### config.mk
export PLATFORM = sky130hd
export DESIGN_NAME = sdp_delay_port
export DESIGN_NICKNAME = d
export VERILOG_FILES = /design/src/rtl/sdp_pkg.sv /design/src/rtl/sdp_frame_seq.sv /design/src/rtl/sdp_rx_shift.sv /design/src/rtl/sdp_tx_shift.sv /design/src/rtl/sdp_delay_port.sv
export SDC_FILE = /design/constraint.sdc
export NUM_CORES = 1
export LEC_CHECK = 0
export BUFFER_PORTS_ARGS = -buffer_cell sky130_fd_sc_hd__buf_2
export CORE_UTILIZATION = 50
export DETAILED_ROUTE_END_ITERATION = 12
export PLACE_DENSITY_LB_ADDON = 0.15
export REMOVE_ABC_BUFFERS = 1
export SYNTH_ARGS = -nofsm -noshare
export SYNTH_HDL_FRONTEND = slang
export SYNTH_SLANG_ARGS = --single-unit
### constraint.sdc
create_clock -name clk_i -period 2.5 [get_ports clk_i]
set_input_delay 0 -clock clk_i [delete_from_list [all_inputs] [get_ports clk_i]]
set_output_delay 0 -clock clk_i [all_outputs]
set_load 0.1 [all_outputs]
### src/rtl/sdp_pkg.sv
package sdp_pkg;
  localparam int MAX_W = 32;

  function automatic int wlen_bits(input logic [2:0] code);
    case (code)
      3'd0:    return 8;
      3'd1:    return 12;
      3'd2:    return 16;
      3'd3:    return 20;
      3'd4:    return 24;
      default: return 32;
    endcase
  endfunction

  function automatic logic [1:0] dly_eff(input logic [1:0] code);
    return (code == 2'd3) ? 2'd2 : code;
  endfunction
endpackage

### src/rtl/sdp_frame_seq.sv
module sdp_frame_seq #(
  parameter int WORD_W = 32,
  localparam int CNT_W = $clog2(WORD_W + 1)
) (
  input  logic             clk_i,
  input  logic             rst_ni,
  input  logic             fs_i,
  input  logic [1:0]       dly_i,
  input  logic [CNT_W-1:0] len_i,
  output logic             start_o,
  output logic             new_cap_o,
  output logic             cap_o,
  output logic             last_o,
  output logic             err_o,
  output logic             busy_o
);
  logic             busy_q;
  logic [1:0]       skip_q;
  logic [CNT_W-1:0] left_q;
  logic [1:0]       dly;

  assign dly       = sdp_pkg::dly_eff(dly_i);
  assign cap_o     = busy_q && (skip_q == 2'd0);
  assign last_o    = cap_o && (left_q == CNT_W'(1));
  // a sync on the last bit edge chains the next frame unless it needs that same edge
  assign start_o   = fs_i && (!busy_q || (last_o && (dly != 2'd0)));
  assign err_o     = fs_i && !start_o;
  assign new_cap_o = start_o && (dly == 2'd0);
  assign busy_o    = busy_q;

  always_ff @(posedge clk_i or negedge rst_ni) begin
    if (!rst_ni) begin
      busy_q <= 1'b0;
      skip_q <= 2'd0;
      left_q <= '0;
    end else if (start_o) begin
      busy_q <= 1'b1;
      skip_q <= (dly == 2'd0) ? 2'd0 : dly - 2'd1;
      left_q <= (dly == 2'd0) ? len_i - CNT_W'(1) : len_i;
    end else if (cap_o) begin
      left_q <= left_q - CNT_W'(1);
      if (last_o) busy_q <= 1'b0;
    end else if (busy_q) begin
      skip_q <= skip_q - 2'd1;
    end
  end

  a_r9_err_only_busy: assert property (@(posedge clk_i) disable iff (!rst_ni)
    err_o |-> busy_q);
  a_r4_skip_then_cap: assert property (@(posedge clk_i) disable iff (!rst_ni)
    (busy_q && skip_q == 2'd1 && !start_o) |=> (busy_q && cap_o));
  a_r1_len_nonzero: assert property (@(posedge clk_i) disable iff (!rst_ni)
    busy_q |-> (left_q != '0));
endmodule

### src/rtl/sdp_rx_shift.sv
module sdp_rx_shift #(
  parameter int WORD_W = 32
) (
  input  logic              clk_i,
  input  logic              rst_ni,
  input  logic              d_i,
  input  logic              start_i,
  input  logic              new_cap_i,
  input  logic              cap_i,
  input  logic              last_i,
  input  logic              err_i,
  output logic [WORD_W-1:0] word_o,
  output logic              valid_o,
  output logic              err_o
);
  logic [WORD_W-1:0] acc_q;
  logic [WORD_W-1:0] shifted;

  assign shifted = {acc_q[WORD_W-2:0], d_i};

  always_ff @(posedge clk_i or negedge rst_ni) begin
    if (!rst_ni) begin
      acc_q   <= '0;
      word_o  <= '0;
      valid_o <= 1'b0;
      err_o   <= 1'b0;
    end else begin
      valid_o <= last_i;
      err_o   <= err_i;
      if (last_i) word_o <= shifted;
      // a new frame clears the accumulator; the old word was already taken above
      if (start_i)    acc_q <= new_cap_i ? {{(WORD_W-1){1'b0}}, d_i} : '0;
      else if (cap_i) acc_q <= shifted;
    end
  end

  a_r6_valid_pulse: assert property (@(posedge clk_i) disable iff (!rst_ni)
    valid_o |=> !valid_o);
  a_r5_word_stable: assert property (@(posedge clk_i) disable iff (!rst_ni)
    !valid_o |-> $stable(word_o));
endmodule

### src/rtl/sdp_tx_shift.sv
module sdp_tx_shift #(
  parameter int WORD_W = 32,
  localparam int CNT_W = $clog2(WORD_W + 1)
) (
  input  logic              clk_i,
  input  logic              rst_ni,
  input  logic [WORD_W-1:0] word_i,
  input  logic [CNT_W-1:0]  len_i,
  input  logic              start_i,
  input  logic              new_cap_i,
  input  logic              cap_i,
  input  logic              busy_i,
  input  logic              err_i,
  output logic              d_o,
  output logic              oe_o,
  output logic              err_o
);
  logic [WORD_W-1:0] sh_q;
  logic [WORD_W-1:0] aligned;

  assign aligned = word_i << (CNT_W'(WORD_W) - len_i);

  always_ff @(posedge clk_i or negedge rst_ni) begin
    if (!rst_ni) begin
      sh_q  <= '0;
      d_o   <= 1'b0;
      oe_o  <= 1'b0;
      err_o <= 1'b0;
    end else begin
      err_o <= err_i;
      if (cap_i) begin
        d_o  <= sh_q[WORD_W-1];
        oe_o <= 1'b1;
        sh_q <= sh_q << 1;
      end else if (new_cap_i) begin
        d_o  <= aligned[WORD_W-1];
        oe_o <= 1'b1;
      end else begin
        d_o  <= 1'b0;
        oe_o <= 1'b0;
      end
      if (start_i) sh_q <= new_cap_i ? aligned << 1 : aligned;
    end
  end

  a_r8_oe_needs_frame: assert property (@(posedge clk_i) disable iff (!rst_ni)
    oe_o |-> $past(busy_i || start_i));
  a_r8_d_zero_released: assert property (@(posedge clk_i) disable iff (!rst_ni)
    !oe_o |-> !d_o);
endmodule

### src/rtl/sdp_delay_port.sv
module sdp_delay_port #(
  parameter int WORD_W = sdp_pkg::MAX_W,
  localparam int CNT_W = $clog2(WORD_W + 1)
) (
  input  logic              clk_i,
  input  logic              rst_ni,
  input  logic              rx_fs_i,
  input  logic              rx_d_i,
  input  logic [1:0]        rx_dly_i,
  input  logic [2:0]        rx_wlen_i,
  output logic [WORD_W-1:0] rx_word_o,
  output logic              rx_valid_o,
  output logic              rx_fs_err_o,
  input  logic              tx_fs_i,
  input  logic [1:0]        tx_dly_i,
  input  logic [2:0]        tx_wlen_i,
  input  logic [WORD_W-1:0] tx_word_i,
  output logic              tx_d_o,
  output logic              tx_oe_o,
  output logic              tx_fs_err_o
);
  logic [CNT_W-1:0] rx_len, tx_len;
  logic rx_start, rx_new_cap, rx_cap, rx_last, rx_err, rx_busy;
  logic tx_start, tx_new_cap, tx_cap, tx_last, tx_err, tx_busy;

  assign rx_len = CNT_W'(sdp_pkg::wlen_bits(rx_wlen_i));
  assign tx_len = CNT_W'(sdp_pkg::wlen_bits(tx_wlen_i));

  sdp_frame_seq #(.WORD_W(WORD_W)) u_rx_seq (
    .clk_i, .rst_ni, .fs_i(rx_fs_i), .dly_i(rx_dly_i), .len_i(rx_len),
    .start_o(rx_start), .new_cap_o(rx_new_cap), .cap_o(rx_cap),
    .last_o(rx_last), .err_o(rx_err), .busy_o(rx_busy)
  );

  sdp_rx_shift #(.WORD_W(WORD_W)) u_rx_sh (
    .clk_i, .rst_ni, .d_i(rx_d_i), .start_i(rx_start), .new_cap_i(rx_new_cap),
    .cap_i(rx_cap), .last_i(rx_last), .err_i(rx_err),
    .word_o(rx_word_o), .valid_o(rx_valid_o), .err_o(rx_fs_err_o)
  );

  sdp_frame_seq #(.WORD_W(WORD_W)) u_tx_seq (
    .clk_i, .rst_ni, .fs_i(tx_fs_i), .dly_i(tx_dly_i), .len_i(tx_len),
    .start_o(tx_start), .new_cap_o(tx_new_cap), .cap_o(tx_cap),
    .last_o(tx_last), .err_o(tx_err), .busy_o(tx_busy)
  );

  sdp_tx_shift #(.WORD_W(WORD_W)) u_tx_sh (
    .clk_i, .rst_ni, .word_i(tx_word_i), .len_i(tx_len), .start_i(tx_start),
    .new_cap_i(tx_new_cap), .cap_i(tx_cap), .busy_i(tx_busy), .err_i(tx_err),
    .d_o(tx_d_o), .oe_o(tx_oe_o), .err_o(tx_fs_err_o)
  );

  a_r9_err_pulse: assert property (@(posedge clk_i) disable iff (!rst_ni)
    rx_fs_err_o |-> $past(rx_busy));
  a_r6_valid_after_busy: assert property (@(posedge clk_i) disable iff (!rst_ni)
    rx_valid_o |-> $past(rx_busy && !tx_last) || $past(rx_busy));
endmodule

==> flow_metrics.tcl <==
set metrics [dict create \
    powerDensity_nw_per_um2 1021 \
    path_depth 7 \
    path_cells "inv_1 > ha_1 > and4bb_4 > o211a_1 > nand2_1 > o22a_1 > o21ai_0" \
    num-fill-cells 1029 \
    met3_length_mm 1.232 \
    ys.flop_type "dfrtp_1" \
    ys_ff_latch 118 \
    cts-root-buf "clkbuf_16" \
    cts_buffers 17 \
    start_util_pct 51.76 \
    cp.arrival_ns 2.55 \
    reg2regPathDepth 7 \
    total_power_mw 7.818 \
    vias 5793 \
    cts_resized 0 \
    grt_max_degree 89 \
    internal-power_mw 4.867 \
    rsz0062_at_grt "no" \
    fp.dieH_um 114.2 \
    synth_top_area_cell "dfrtp_1" \
    syn_area_um2 6295 \
    wirelength_mm 17.35 \
    p_clk_share_pct 31.5 \
    worst-path-buf-inv 1 \
    total_leakage_power_nw 3.654 \
    place_congestion 0.9344 \
    power_frac_comb_pct 33.5 \
    min_period_ns 2.230 \
    vias_per_cell 6.156 \
    syn_avg_cell_area_um2 9.423 \
    period_share_pct 89.18 \
    crit_slowest_cell "o211a_1" \
    reg2reg_from "u_tx_seq.skip_q[0]$_DFFE_PN0P_" \
    antenna_left 0 \
    path_clk_slew_ns 0.06 \
    portBuffers 83 \
    slowest_delay_ns 0.52 \
    met2_length_mm 7.957 \
    cts_tree "built" \
    overflow 0 \
    antennaDiodeCount 0 \
    area_growth_pct 21.65 \
    syn_inst 668 \
    cts_setup_buffers 0 \
    multi_input_area_um2 3045 \
    fmax_ghz 0.4485 \
    fin_tns_setup_ns 0 \
    hp-class "in -> async" \
    synth_edf_count 0 \
    place_ws_ns 0.3224 \
    dr.pass1.iters 6 \
    path_max_fanout 16 \
    maxCapViolations 0 \
    synthDistinctLibCells 78 \
    track_usage_pct 28.06 \
    switching_share_pct 37.74 \
    synth_top_area_share_pct 46.91 \
    drive_gt1_share_pct 20.31 \
    fin_ws_ns 0.2704 \
    clock_latency_ns 0.41 \
    ios 84 \
    skew_ns 0.006540 \
    status "complete, no violations" \
    worstPathRequired_ns 2.82 \
    ys_warn_count 0 \
    top_layer "met4" \
    setup_violations 0 \
    critPathTopFamily "compound AO/OA/AOI/OAI gates" \
    hpwl_mm 11.94 \
    drt_iter0_markers 561 \
    grt_pass1_wl_mm 28.23 \
    netSwitchingPower_mw 2.951 \
    ys_top_cells_by_area "dfrtp_1, nand2_1, a22o_1" \
    met1_length_mm 7.796 \
    rows 40 \
    clock-sinks 118 \
    hold_viol 0 \
    crit_path_start_kind "flip-flop" \
    coreArea_um2 12160 \
    vdd_drop_max_mv 0.6101 \
    htree_num_levels 4 \
    wl_per_cell_um 18.44 \
    relSlewSlack_pct 49.72 \
    grt_pass1_vias 5512 \
    clk_path_buf_depth 2 \
    whs_ns 0.07121 \
    die-area_um2 13040 \
    timing.final.max_slew_violations 0 \
    drc 0 \
    cp-startpoint "u_tx_seq.skip_q[0]$_DFFE_PN0P_" \
    ys_async_sr_fraction_pct 100.0 \
    endpoint_kind "flip-flop" \
    tightest_slew_ns 0.7542 \
    yosysSeqAreaShare_pct 46.91 \
    regArea_um2 2953 \
    seqPwrFrac_pct 35.0 \
    die_w_um 114.2 \
    antenna_found_initial 0 \
    nNetsFinal 813 \
    path_class "reg -> reg" \
]
-- worst register-to-register path, delay by kind of cell, from the launching register on --
| family | cells | cell delay, ns |
|---|---|---|
| AO/OA/AOI/OAI | 3 | 0.86 |
| buffers and inverters | 1 | 0.10 |
| adder cells (fa/ha/maj) | 1 | 0.24 |
| AND/OR/NAND/NOR | 2 | 0.53 |
| flip-flops | 1 | 0.40 |
-- synthesized netlist by cell type, types with 2 or more instances --
cell type,number
a31oi_1,5
o31ai_1,3
mux2_2,7
o21a_1,2
buf_1,2
o21ai_1,3
nor3b_1,5
and3_1,2
o221ai_1,7
o32a_1,3
a311oi_1,3
a222oi_1,10
nor3_1,7
nand3b_1,4
nand3_1,22
or2_2,4
nor2b_1,6
o22a_1,6
o2bb2ai_1,6
o21ai_0,37
nand2_1,136
a221o_1,2
o22ai_1,8
xnor2_1,4
a21o_1,5
clkbuf_1,11
dfrtp_1,118
buf_2,29
inv_1,15
o211ai_1,8
a22oi_1,28
a21oi_1,27
mux2i_1,7
a22o_1,33
xor2_1,3
nand2b_1,6
and2_1,3
a211oi_1,7
ha_1,6
nor2_1,22
a221oi_1,5
buf_4,5
-- state kept, by name, indices dropped and copies added, names as in the netlist --
name             count
u_rx_sh.err_o        1
u_tx_seq.left_q      6
u_rx_sh.word_o      32
u_rx_sh.valid_o      1
u_tx_seq.busy_o      1
u_rx_seq.left_q      6
u_tx_sh.d_o          1
u_tx_seq.skip_q      2
u_rx_seq.skip_q      2
u_tx_sh.err_o        1
u_tx_sh.oe_o         1
u_rx_seq.busy_o      1
u_tx_sh.sh_q        32
u_rx_sh.acc_q       31
-- layout by cell type (no fill, tap or decap), types with 4 or more instances in the layout --
cell type,synthesis,final
o2bb2ai_1,6,6
dfrtp_1,118,118
a21oi_1,27,27
buf_2,29,82
nor3b_1,5,5
xnor2_1,4,4
nor2b_1,6,6
nor2_1,22,22
inv_1,15,15
nand3_1,22,22
a221oi_1,5,5
o221ai_1,7,7
a22oi_1,28,28
o211ai_1,8,8
a211oi_1,7,7
o22a_1,6,6
mux2i_1,7,6
mux2_2,7,7
a21o_1,5,5
dlygate4sd3_1,0,21
buf_4,5,16
a222oi_1,10,10
clkbuf_16,0,17
o21ai_0,37,37
a31oi_1,5,5
nand3b_1,4,4
or2_2,4,4
nand2_1,136,136
clkbuf_8,0,4
a22o_1,33,33
o22ai_1,8,8
nor3_1,7,7
nand2b_1,6,6
ha_1,6,6
-- path summary, 6_finish.rpt --
| path | end | slack, ns |
|---|---|---|
| worst max register to register | u_tx_sh.sh_q[14]$_DFFE_PN0P_ | 0.27 |
| worst max-delay path | u_tx_sh.sh_q[14]$_DFFE_PN0P_ | 0.27 |
| worst min-delay path | u_tx_seq.skip_q[0]$_DFFE_PN0P_ | 0.07 |
| max in group asynchronous | u_rx_sh.err_o$_DFF_PN0_ | 1.63 |
| worst min register to register | u_rx_sh.word_o[25]$_DFFE_PN0P_ | 0.47 |
| min in group clk_i | u_tx_sh.sh_q[24]$_DFFE_PN0P_ | 0.08 |
-- cell families after synthesis --
kind of cell	synth area share [%]
AND/OR/NAND/NOR	17.02
adder cells (fa/ha/maj)	1.193
buffers and inverters	4.870
XOR/XNOR	0.9740
flip-flops	46.91
multiplexers	2.544
AO/OA/AOI/OAI	26.50
-- per-stage QoR --
step,std cells,utilization (%),cell area (um2)
detailed placement,888,56.27,6843
finish,941,62.96,7657
global placement,888,56.27,6843
global route,941,62.96,7657
floorplan,620,-,6052
CTS,941,62.96,7657
-- power by group through the flow --
stage / Sequential [mW] / Clock, mW / Combinational, mW
floorplan: 3.04 / 0 / 1.48
global placement: 2.74 / 0 / 2.49
detailed placement: 2.75 / 0 / 2.56
CTS: 2.73 / 2.48 / 2.60
global route: 2.79 / 2.59 / 2.87
finish: 2.74 / 2.46 / 2.62
-- timing repair --
action	in CTS	in global routing
hold buffers	21	0
hold endpoints to repair	52	0
endpoints found under the setup margin	0	0
-- area by class of cell --
type | instances | share of cell area (%)
Timing Repair Buffer | 121 | 10.20
Tap cell | 168 | 2.745
Sequential cell | 118 | 38.56
Multi-Input combinational cell | 485 | 39.77
Clock inverter | 10 | 1.569
Clock buffer | 22 | 6.324
Inverter | 17 | 0.8333
-- layer usage --
metal	track usage (%)	up-vias
met1	38.01	2869
met3	7.941	40
met4	10.39	0
met2	42.95	231
met5	0	-
li1	-	2653
Power figures use the tool's default switching activity.
